`src/rtl/sfe_pkg.sv`:
```
package sfe_pkg;
   localparam int OPC_W = 6;
   localparam int HDR_W = 8;

   typedef enum logic [OPC_W-1:0] {
      OP_ONOFF  = 6'd0,
      OP_OLEN   = 6'd1,
      OP_GLOBAL = 6'd2,
      OP_SFPD   = 6'd3,
      OP_PWMEN  = 6'd4,
      OP_ANDOR  = 6'd5,
      OP_RESET  = 6'd6
   } sfe_op_e;
endpackage

```
`src/rtl/sfe_sync.sv`:
```
module sfe_sync #(
   parameter int W      = 3,
   parameter int STAGES = 2,
   parameter logic [W-1:0] RST_VAL = '0
) (
   input  logic         clk,
   input  logic         rst_n,
   input  logic [W-1:0] din,
   output logic [W-1:0] dout
);
   generate
      if (STAGES < 2) begin : g_bad
         $error("sfe_sync: STAGES must be at least 2");
      end
   endgenerate

   logic [W-1:0] chain [STAGES];

   genvar s;
   generate
      for (s = 0; s < STAGES; s++) begin : g_stage
         if (s == 0) begin : g_first
            always_ff @(posedge clk or negedge rst_n) begin
               if (!rst_n) chain[0] <= RST_VAL;
               else        chain[0] <= din;
            end
         end else begin : g_next
            always_ff @(posedge clk or negedge rst_n) begin
               if (!rst_n) chain[s] <= RST_VAL;
               else        chain[s] <= chain[s-1];
            end
         end
      end
   endgenerate

   assign dout = chain[STAGES-1];
endmodule

```
`src/rtl/sfe_shifter.sv`:
```
module sfe_shifter #(
   parameter int FRAME_W = 24
) (
   input  logic               clk,
   input  logic               rst_n,
   input  logic               cs_lvl,
   input  logic               cs_fall,
   input  logic               sclk_rise,
   input  logic               sclk_fall,
   input  logic               sdi_lvl,
   input  logic [FRAME_W-1:0] status,
   output logic [FRAME_W-1:0] frame,
   output logic               sdo,
   output logic               sdo_oe
);
   localparam int MSB = FRAME_W - 1;

   logic [FRAME_W-1:0] sr;
   logic               so_q;

   always_ff @(posedge clk or negedge rst_n) begin
      if (!rst_n) begin
         sr   <= '0;
         so_q <= 1'b0;
      end else if (cs_fall) begin
         sr   <= status;
         so_q <= status[MSB];
      end else if (!cs_lvl) begin
         if (sclk_rise) so_q <= sr[MSB];
         if (sclk_fall) sr   <= {sr[MSB-1:0], sdi_lvl};
      end
   end

   assign frame  = sr;
   assign sdo    = so_q;
   assign sdo_oe = ~cs_lvl;

   a_r4_status_load: assert property (@(posedge clk) disable iff (!rst_n)
      cs_fall |=> (sr == $past(status)));
   a_r3_idle_hold: assert property (@(posedge clk) disable iff (!rst_n)
      cs_lvl |=> $stable(sr));
   a_r2_shift_in: assert property (@(posedge clk) disable iff (!rst_n)
      (!cs_lvl && !cs_fall && sclk_fall) |=> (sr[0] == $past(sdi_lvl)));
endmodule

```
`src/rtl/sfe_regfile.sv`:
```
module sfe_regfile
   import sfe_pkg::*;
#(
   parameter int N_OUT   = 16,
   parameter int FRAME_W = N_OUT + HDR_W
) (
   input  logic               clk,
   input  logic               rst_n,
   input  logic               cs_rise,
   input  logic [FRAME_W-1:0] frame,
   output logic [N_OUT-1:0]   drv_on,
   output logic [N_OUT-1:0]   ld_olen,
   output logic [N_OUT-1:0]   sfp_mode,
   output logic [N_OUT-1:0]   pwm_sel,
   output logic [N_OUT-1:0]   pwm_or,
   output logic               ov_retry,
   output logic               th_retry
);
   generate
      if (FRAME_W != N_OUT + HDR_W) begin : g_bad
         $error("sfe_regfile: FRAME_W must equal N_OUT + HDR_W");
      end
   endgenerate

   logic [OPC_W-1:0] op;
   logic [N_OUT-1:0] data;

   assign op   = frame[FRAME_W-1 -: OPC_W];
   assign data = frame[N_OUT-1:0];

   always_ff @(posedge clk or negedge rst_n) begin
      if (!rst_n) begin
         drv_on   <= '0;
         ld_olen  <= '0;
         sfp_mode <= '0;
         pwm_sel  <= '0;
         pwm_or   <= '0;
         ov_retry <= 1'b0;
         th_retry <= 1'b0;
      end else if (cs_rise) begin
         case (op)
            OP_ONOFF:  drv_on   <= data;
            OP_OLEN:   ld_olen  <= data;
            OP_SFPD:   sfp_mode <= data;
            OP_PWMEN:  pwm_sel  <= data;
            OP_ANDOR:  pwm_or   <= data;
            OP_GLOBAL: begin
               ov_retry <= frame[N_OUT];
               th_retry <= frame[N_OUT+1];
            end
            OP_RESET: begin
               drv_on   <= '0;
               ld_olen  <= '0;
               sfp_mode <= '0;
               pwm_sel  <= '0;
               pwm_or   <= '0;
               ov_retry <= 1'b0;
               th_retry <= 1'b0;
            end
            default: ;
         endcase
      end
   end

   logic [5*N_OUT+1:0] all_regs;
   assign all_regs = {drv_on, ld_olen, sfp_mode, pwm_sel, pwm_or, ov_retry, th_retry};

   a_r5_quiet: assert property (@(posedge clk) disable iff (!rst_n)
      !cs_rise |=> $stable(all_regs));
   a_r7_soft_reset: assert property (@(posedge clk) disable iff (!rst_n)
      (cs_rise && op == OP_RESET) |=> (all_regs == '0));
   a_r9_unknown_op: assert property (@(posedge clk) disable iff (!rst_n)
      (cs_rise && op > OP_RESET) |=> $stable(all_regs));
   a_r6_global_bits: assert property (@(posedge clk) disable iff (!rst_n)
      (cs_rise && op == OP_GLOBAL) |=>
         (ov_retry == $past(frame[N_OUT]) && th_retry == $past(frame[N_OUT+1])));
endmodule

```
`src/rtl/spi_cmd_frontend.sv`:
```
module spi_cmd_frontend
   import sfe_pkg::*;
#(
   parameter int N_OUT       = 16,
   parameter int SYNC_STAGES = 2
) (
   input  logic             clk,
   input  logic             rst_n,
   input  logic             cs_n,
   input  logic             sclk,
   input  logic             sdi,
   output logic             sdo,
   output logic             sdo_oe,
   input  logic             flt_ov,
   input  logic [N_OUT-1:0] flt_out,
   output logic [N_OUT-1:0] drv_on,
   output logic [N_OUT-1:0] ld_olen,
   output logic [N_OUT-1:0] sfp_mode,
   output logic [N_OUT-1:0] pwm_sel,
   output logic [N_OUT-1:0] pwm_or,
   output logic             ov_retry,
   output logic             th_retry
);
   localparam int FRAME_W = N_OUT + HDR_W;
   localparam int PAD_W   = HDR_W - 2;

   generate
      if (N_OUT < 2) begin : g_bad
         $error("spi_cmd_frontend: N_OUT must be at least 2");
      end
   endgenerate

   logic [2:0] pins_s;
   logic       cs_s, sclk_s, sdi_s;
   logic       cs_prev, sclk_prev;
   logic       cs_fall, cs_rise, sclk_rise, sclk_fall;

   sfe_sync #(.W(3), .STAGES(SYNC_STAGES), .RST_VAL(3'b100)) u_sync (
      .clk  (clk),
      .rst_n(rst_n),
      .din  ({cs_n, sclk, sdi}),
      .dout (pins_s)
   );

   assign {cs_s, sclk_s, sdi_s} = pins_s;

   always_ff @(posedge clk or negedge rst_n) begin
      if (!rst_n) begin
         cs_prev   <= 1'b1;
         sclk_prev <= 1'b0;
      end else begin
         cs_prev   <= cs_s;
         sclk_prev <= sclk_s;
      end
   end

   assign cs_fall   =  cs_prev & ~cs_s;
   assign cs_rise   = ~cs_prev &  cs_s;
   assign sclk_rise = ~sclk_prev &  sclk_s;
   assign sclk_fall =  sclk_prev & ~sclk_s;

   logic [FRAME_W-1:0] status;
   logic [FRAME_W-1:0] frame;

   assign status = {(flt_ov | (|flt_out)), flt_ov, {PAD_W{1'b0}}, flt_out};

   sfe_shifter #(.FRAME_W(FRAME_W)) u_shift (
      .clk      (clk),
      .rst_n    (rst_n),
      .cs_lvl   (cs_s),
      .cs_fall  (cs_fall),
      .sclk_rise(sclk_rise),
      .sclk_fall(sclk_fall),
      .sdi_lvl  (sdi_s),
      .status   (status),
      .frame    (frame),
      .sdo      (sdo),
      .sdo_oe   (sdo_oe)
   );

   sfe_regfile #(.N_OUT(N_OUT), .FRAME_W(FRAME_W)) u_regs (
      .clk     (clk),
      .rst_n   (rst_n),
      .cs_rise (cs_rise),
      .frame   (frame),
      .drv_on  (drv_on),
      .ld_olen (ld_olen),
      .sfp_mode(sfp_mode),
      .pwm_sel (pwm_sel),
      .pwm_or  (pwm_or),
      .ov_retry(ov_retry),
      .th_retry(th_retry)
   );

   a_r3_oe_idle: assert property (@(posedge clk) disable iff (!rst_n)
      (cs_prev && cs_s) |-> (sdo_oe == 1'b0));
endmodule

```
`config.mk`:
```
export PLATFORM = sky130hd
export DESIGN_NAME = spi_cmd_frontend
export DESIGN_NICKNAME = d
export VERILOG_FILES = /design/src/rtl/sfe_pkg.sv /design/src/rtl/sfe_sync.sv /design/src/rtl/sfe_shifter.sv /design/src/rtl/sfe_regfile.sv /design/src/rtl/spi_cmd_frontend.sv
export SDC_FILE = /design/constraint.sdc
export NUM_CORES = 1
export LEC_CHECK = 0
export BUFFER_PORTS_ARGS = -buffer_cell sky130_fd_sc_hd__buf_2
export CAP_MARGIN = 15
export CORE_MARGIN = 10
export CORE_UTILIZATION = 57
export DETAILED_ROUTE_END_ITERATION = 6
export PLACE_DENSITY = 0.84
export SETUP_SLACK_MARGIN = 0.5
export SYNTH_ARGS = -nofsm -noshare
export SYNTH_HDL_FRONTEND = slang
export SYNTH_SLANG_ARGS = --single-unit
export TNS_END_PERCENT = 100
```
`constraint.sdc`:
```
create_clock -name clk -period 2.9 [get_ports clk]
set_input_delay 0.58 -clock clk [delete_from_list [all_inputs] [get_ports clk]]
set_output_delay 0.58 -clock clk [all_outputs]
set_load 0.1 [all_outputs]
```
==> metrics.txt, run 1 <==
status=completed; Starting Density=58.65%; top sig layer=met4; top cells by area, synth=dfrtp_1, o21ai_1, nand2_1; Routed Antenna Nets=0; fin nets=532; Total Power=5.138 mW; Slew @ Worst Pin=0.7051 ns; Final min period=2.095 ns; Yosys reg bits=115; Setup Buffers After CTS=0; root buffer cell=clkbuf_8; Unique masters post-synth=35; Slew headroom=52.88%; cells after synthesis=403; Power Density=900.1 mW/mm^2; routed wire length=12.04 mm; DR WL/cell=19.26 um; Synth Flop Type=dfrtp_1; critical-path cell list=inv_1, buf_2; clock sinks=115; First DRT Iteration DRCs=272; setup_tns=0 ns; CTS max path bufs=2; clock buffers created by TritonCTS=17; # Max-Cap Violations=0; HP Class=input port to asynchronous set/reset pin; fin. max-slew vios=0; met2 WL=5.535 mm; GRT Total Usage=20.57%; worst-path fanout max=8; # hold bufs at CTS=0; critical path depth in cells=2; CP Class=flip-flop to output port; initial antenna violation count=0; metal1 wirelength=5.215 mm; Syn Area/Cell=11.30 um^2; IR drop worst, VDD=0.4936 mV; diode count=0; synth warn=0; commonest cells in the netlist=dfrtp_1, nand2_1, o21ai_1, a22o_1, mux2i_1; Yosys top cell area share=61.52%; most common cell in the netlist=dfrtp_1; worst r2r path cells=4; WP buf/inv=2; ys async rst share=100.0%; endpoints failing hold=0; Vias=3609; grt total ovfl=0; Worst EP arrival=1.52 ns; largest net degree at the start of global routing=53; EDFF count, synth=0; Clock Latency Late Sink=0.52 ns; f_max=477.2 MHz; sequential-to-total area share from yosys stat=63.25%; RSZ-0062 raised after global routing=no; vias in the first global route=3644; Worst path slowest cell=dfstp_2; first-pass GRT wire length=19.13 mm; drc violations=0; Die ar.=0.01197 mm^2; Syn Nets=425; vias per cell=5.774; post-CTS sizing=0; post-route clock skew=0.006214 ns; CP Capture Type=output port; Die W=109.4 um; Core Area=0.007767 mm^2; crit-path leading delay family=flip-flops; CP peak stage delay=0.60 ns; htree depth=4; num ports=106; row count=32; synth-to-layout area growth=25.30%; # port buffers=105; filler cell count=567; Leak=2.942 nW; drt pass-1 iters=5; startpoint types=flip-flop; met3 wire len=1.160 mm; Clock transition at path regs=0.06 ns; Final setup viols=0; post-DP HPWL=8.351 mm; post-synthesis cell area=0.004556 mm^2; CTS tree=done; Synth area leader=dfrtp_1; WP data required=2.32 ns; Die Y=109.4 um; Final Cycle Share=72.25%; gpl congestion=0.8224; share of cells above drive strength 1=31.93%
==> sequential cells by signal (all words and copies together) (netlist names) <==
name	flops
cs_prev	1
sclk_prev	1
u_regs.drv_on	16
u_regs.ld_olen	16
u_regs.ov_retry	1
u_regs.pwm_or	16
u_regs.pwm_sel	16
u_regs.sfp_mode	16
u_regs.th_retry	1
u_shift.frame	24
u_shift.sdo	1
u_sync.chain	3
u_sync.dout	3
==> path summary, 6_finish.rpt <==
path                       slack [ns]                 to            start
hold reg to reg                  0.35     u_sync.dout[2]  u_sync.chain[5]
hold / removal                   0.08   u_regs.pwm_or[1]            rst_n
setup reg to reg                 0.85  u_regs.ld_olen[4]   u_sync.dout[2]
setup / recovery                 0.80             sdo_oe   u_sync.dout[2]
max in group asynchronous        2.01            cs_prev            rst_n
min in group clk                 0.16    u_sync.chain[5]             cs_n
==> layer usage <==
layer | vias to the layer above | global-route usage (%)
li1 | 1638 | -
met1 | 1793 | 27.77
met2 | 163 | 31.26
met3 | 15 | 6.495
met4 | 0 | 6.134
met5 | - | 0
==> final cells by class <==
class | instances | area (um^2) | share of cell area, %
inverter | 5 | 18.77 | 0.3288
timing repair buffer | 115 | 603.1 | 10.57
clock inverter | 15 | 146.4 | 2.565
tap | 102 | 127.6 | 2.236
clock buffer | 17 | 414.1 | 7.256
sequential | 115 | 2882 | 50.48
multi-input combinational | 256 | 1516 | 26.57
==> cell usage in the layout (no fill, tap or decap), drive strengths merged, types with 3 or more instances in the layout <==
cell type,instances
dfstp,3
a21oi,6
nor3,3
nand2,79
clkbuf,17
buf,115
mux2i,18
o21ai,84
nor4,4
nor2,7
nand3,4
a22o,32
clkinvlp,5
dfrtp,112
inv,11
clkinv,3
==> report_power, final <==
part / internal (mW) / switching (mW)
clock: 1.15 / 0.795
combinational: 0.196 / 1.07
sequential: 1.76 / 0.155
==> worst reg2reg max path, cell delays in order (launching register included) <==
cell and delay [ns]:
dfstp_2 0.60, and2b_4 0.21, and4_1 0.67, a21oi_4 0.20, a22o_1 0.25
==> stage by stage <==
stage	instance area [um^2]	hold WS [ns]	worst slack [ns]	util, %	instances
floorplan	4556	0.2844	1.267	-	403
global placement	5147	0.3351	1.043	66.27	593
detailed placement	5147	0.3478	0.9323	66.27	593
CTS	5708	0.09311	0.7920	73.49	625
global route	5708	0.1296	0.7690	73.49	625
finish	5708	0.08040	0.8046	73.49	625
==> kinds of logic after synthesis <==
group,after synthesis,share of synthesized area (%)
simple gates,109,10.96
compound gates,126,17.74
mux,18,3.955
buf+inv,32,3.515
flops,115,63.25
xor+xnor,3,0.5769
(Power assumes the default switching activity.)
==> run 2, diff against run 1 <==
--- a/config.mk
+++ b/config.mk
@@ -5,12 +5,13 @@
 export SDC_FILE = /design/constraint.sdc
 export NUM_CORES = 1
 export LEC_CHECK = 0
+export ABC_AREA = 1
 export BUFFER_PORTS_ARGS = -buffer_cell sky130_fd_sc_hd__buf_2
 export CAP_MARGIN = 15
 export CORE_MARGIN = 10
-export CORE_UTILIZATION = 57
+export CORE_UTILIZATION = 54
 export DETAILED_ROUTE_END_ITERATION = 6
-export PLACE_DENSITY = 0.84
+export PLACE_DENSITY = 0.79
 export SETUP_SLACK_MARGIN = 0.5
 export SYNTH_ARGS = -nofsm -noshare
 export SYNTH_HDL_FRONTEND = slang
==> constraint.sdc (replaced) <==
create_clock -name clk -period 2.17 [get_ports clk]
set_input_delay 0.434 -clock clk [delete_from_list [all_inputs] [get_ports clk]]
set_output_delay 0.434 -clock clk [all_outputs]
set_load 0.1 [all_outputs]
==> run 2 against run 1 <==
  * Critical path depth unchanged
  * Cell area up 11%
  * Sequential power is 49% higher
  * Clock power grew 39%
  * Highest routed layer unchanged
  * Worst setup slack worse by 0.42 ns
  * Count of clock-buffer cells in the layout increased by 6
  * Core utilization decreased by 0.96 points
  * Via count is 23% higher
  * Die area is 11% higher
==> metrics.txt, run 2 <==
FF-to-FF Start=cs_prev; synth-to-layout area growth=29.92%; Syn Area/Cell=9.372 um^2 (-17%); root buffer cell=clkbuf_8; drt pass-1 iters=6 (+1); clock buffers created by TritonCTS=17 (unchanged); Final min period=1.781 ns; row count=34 (+6.3%); Slew headroom=52.98% (+0.10 points); gpl congestion=0.8637 (+5.0%); Leak=3.354 nW (+14%); Vias=4438 (+23%); post-route clock skew=0.007635 ns (+0.001421 ns); post-synthesis cell area=0.004892 mm^2 (+7.4%); Syn Nets=544 (+28%); Clock transition at path regs=0.05 ns (about the same); Adder-Cell Fraction of Synth Area=0% (unchanged); post-DP HPWL=8.921 mm (+6.8%); largest net degree at the start of global routing=44 (-17%); Worst path slowest cell=dfstp_2; Die ar.=0.01327 mm^2 (+11%); worst r2r path cells=5 (+1); xor and xnor area share after synthesis=0% (-0.58 points); share of cells above drive strength 1=28.22% (-3.7 points); Final Cycle Share=82.06%; top cells by area, synth=dfrtp_1, nand2_1, nand4_1; vias per cell=5.894 (+2.1%); CTS tree=done; HP Class=input port to flip-flop; Yosys reg bits=115 (unchanged); Starting Density=55.83% (-2.8 points); most common cell in the netlist=nand2_1; cells after synthesis=522 (+30%); most frequent cells in the layout=nand2_1, dfrtp_1, buf_4, nand4_1, nor2_1; routed wire length=14.60 mm (+21%); fin nets=655 (+23%); CP Capture Type=output port; synth warn=0 (unchanged); max FFs per register=24 (unchanged); EDFF count, synth=0 (unchanged); Yosys top cell area share=57.29% (-4.2 points); R2R setup slack=0.40 ns (-0.45 ns); first-pass GRT wire length=21.93 mm (+15%); multiplexer area fraction after synthesis=0% (-4.0 points); grt total ovfl=0 (unchanged); Die Y=115.2 um (+5.3%); WP data required=1.74 ns (-0.58 ns); Synth Flop Type=dfrtp_1; Worst Hold Path EP=u_sync.chain[5]; Synth area leader=dfrtp_1; commonest cells in the netlist=nand2_1, dfrtp_1, nand4_1, nor2_1, o21ai_1; DR WL/cell=19.38 um (+0.63%); status=completed; Final setup viols=0 (unchanged); setup_tns=0 ns (unchanged); Routed Antenna Nets=0 (unchanged); f_max=561.6 MHz; CP peak stage delay=0.60 ns (about the same); num ports=106 (unchanged); diode count=0 (unchanged); Slew @ Worst Pin=0.7045 ns (-0.0006052 ns); worst-path fanout max=5 (-3); largest family of logic cells by synthesized area=simple AND/OR/NAND/NOR gates; ys async rst share=100.0% (unchanged); startpoint types=flip-flop; commonest non-fill, non-tap cell in the layout=nand2_1; RSZ-0062 raised after global routing=yes; Total Power=8.715 mW (+70%); # Max-Cap Violations=0 (unchanged); clock sinks=115 (unchanged); Clock Latency Late Sink=0.51 ns (about the same); Die W=115.2 um (+5.3%); initial antenna violation count=0 (unchanged); reg2reg end=u_shift.frame[8]; endpoints failing hold=0 (unchanged); critical-path cell list=inv_2, buf_12; htree depth=4 (unchanged); First DRT Iteration DRCs=521 (+92%); sequential-to-total area share from yosys stat=58.90% (-4.4 points); drc violations=0 (unchanged); WHS Path Cells=1; IR drop worst, VDD=0.8564 mV (+74%); vias in the first global route=4152 (+14%); Synth Area in Compound Gates=7.877% (-9.9 points); CTS max path bufs=2 (unchanged); # port buffers=105 (unchanged); Unique masters post-synth=24 (-31%); Core Area=0.008763 mm^2 (+13%); fin. max-slew vios=0 (unchanged); GRT Total Usage=20.74% (+0.17 points); Core Util, Final=72.53% (-0.96 points); Synth Area in Simple Gates=26.57% (+16 points); CP Class=flip-flop to output port; min-delay src=cs_n; Worst EP arrival=1.35 ns (-0.17 ns); Power Density=1371 mW/mm^2 (+52%)
[run 2: cell types whose count changed after synthesis, moves of 9 or more]
cell / previous run / this run
nand2_1: 79 / 176
nand4_1: 2 / 50
nor2_1: 7 / 48
o21ai_1: 64 / 28
a22o_1: 32 / 0
mux2i_1: 18 / 0
o31ai_1: 0 / 16
clkbuf_1: 14 / 0
buf_6: 3 / 13
inv_1: 5 / 14
[run 2: what timing repair did]
action,CTS,global route
hold endpoints to repair,41,0
endpoints found under the setup margin,167,106
pin swaps,1,6
buffers inserted,0,5
hold buffers,1,0
gates cloned,0,5
gates resized for setup,85,27
[run 2: final cells by class]
| class | instances | area (um^2) |
|---|---|---|
| Sequential cell | 115 | 2882 |
| Tap cell | 108 | 135.1 |
| Inverter | 17 | 80.08 |
| Multi-Input combinational cell | 363 | 1782 |
| Clock buffer | 23 | 486.7 |
| Timing Repair inverter | 1 | 7.507 |
| Timing Repair Buffer | 118 | 883.3 |
| Fill cell | 588 | 2407 |
| Clock inverter | 8 | 100.1 |
[run 2: logic make-up (layout without fill, tap and decap cells)]
group / count (synthesis) / in the layout
buffers and inverters: 48 / 167
AND/OR/NAND/NOR: 295 / 299
flip-flops: 115 / 115
AO/OA/AOI/OAI: 64 / 64
[run 2: how the worst max path moves through the flow]
stage	start	endpoint	cells after the start
global placement	u_sync.dout[2]	u_regs.pwm_sel[6]	5
CTS	u_sync.dout[2]	sdo_oe	2
detailed placement	u_sync.dout[2]	u_regs.pwm_sel[7]	5
global route	cs_prev	u_shift.frame[20]	5
finish	u_sync.dout[2]	sdo_oe	2
floorplan	u_sync.dout[2]	u_shift.sdo	4
[run 2: per-layer routing]
| metal | vias up | part of all wire, % | global-route usage (%) |
|---|---|---|---|
| met1 | 2122 | 39 | 26.67 |
| met5 | - | 0 | 0 |
| met2 | 291 | 47 | 31.68 |
| li1 | 1980 | - | - |
| met4 | 0 | 2.7 | 8.828 |
| met3 | 45 | 11 | 6.563 |
[run 2: power by group]
part           internal (mW)  switching, mW
registers               2.50          0.361
clock network           1.78          0.944
logic                  0.567           2.57
total                   4.84           3.87
[run 2: stage by stage]
step	instance area, um^2	worst slack [ns]	hold WS (ns)	cells
global route	6356	0.3101	0.004383	753
CTS	6182	0.3636	0.01117	743
floorplan	4892	0.6380	0.1384	522
global placement	5371	0.4599	0.3334	711
detailed placement	5371	0.3979	0.3364	711
finish	6356	0.3893	0.01835	753
[run 2: critical path: cells and delay by family (launching register included)]
| kind | cells | cell delay [ns] |
|---|---|---|
| flops | 1 | 0.60 |
| buf+inv | 2 | 0.23 |
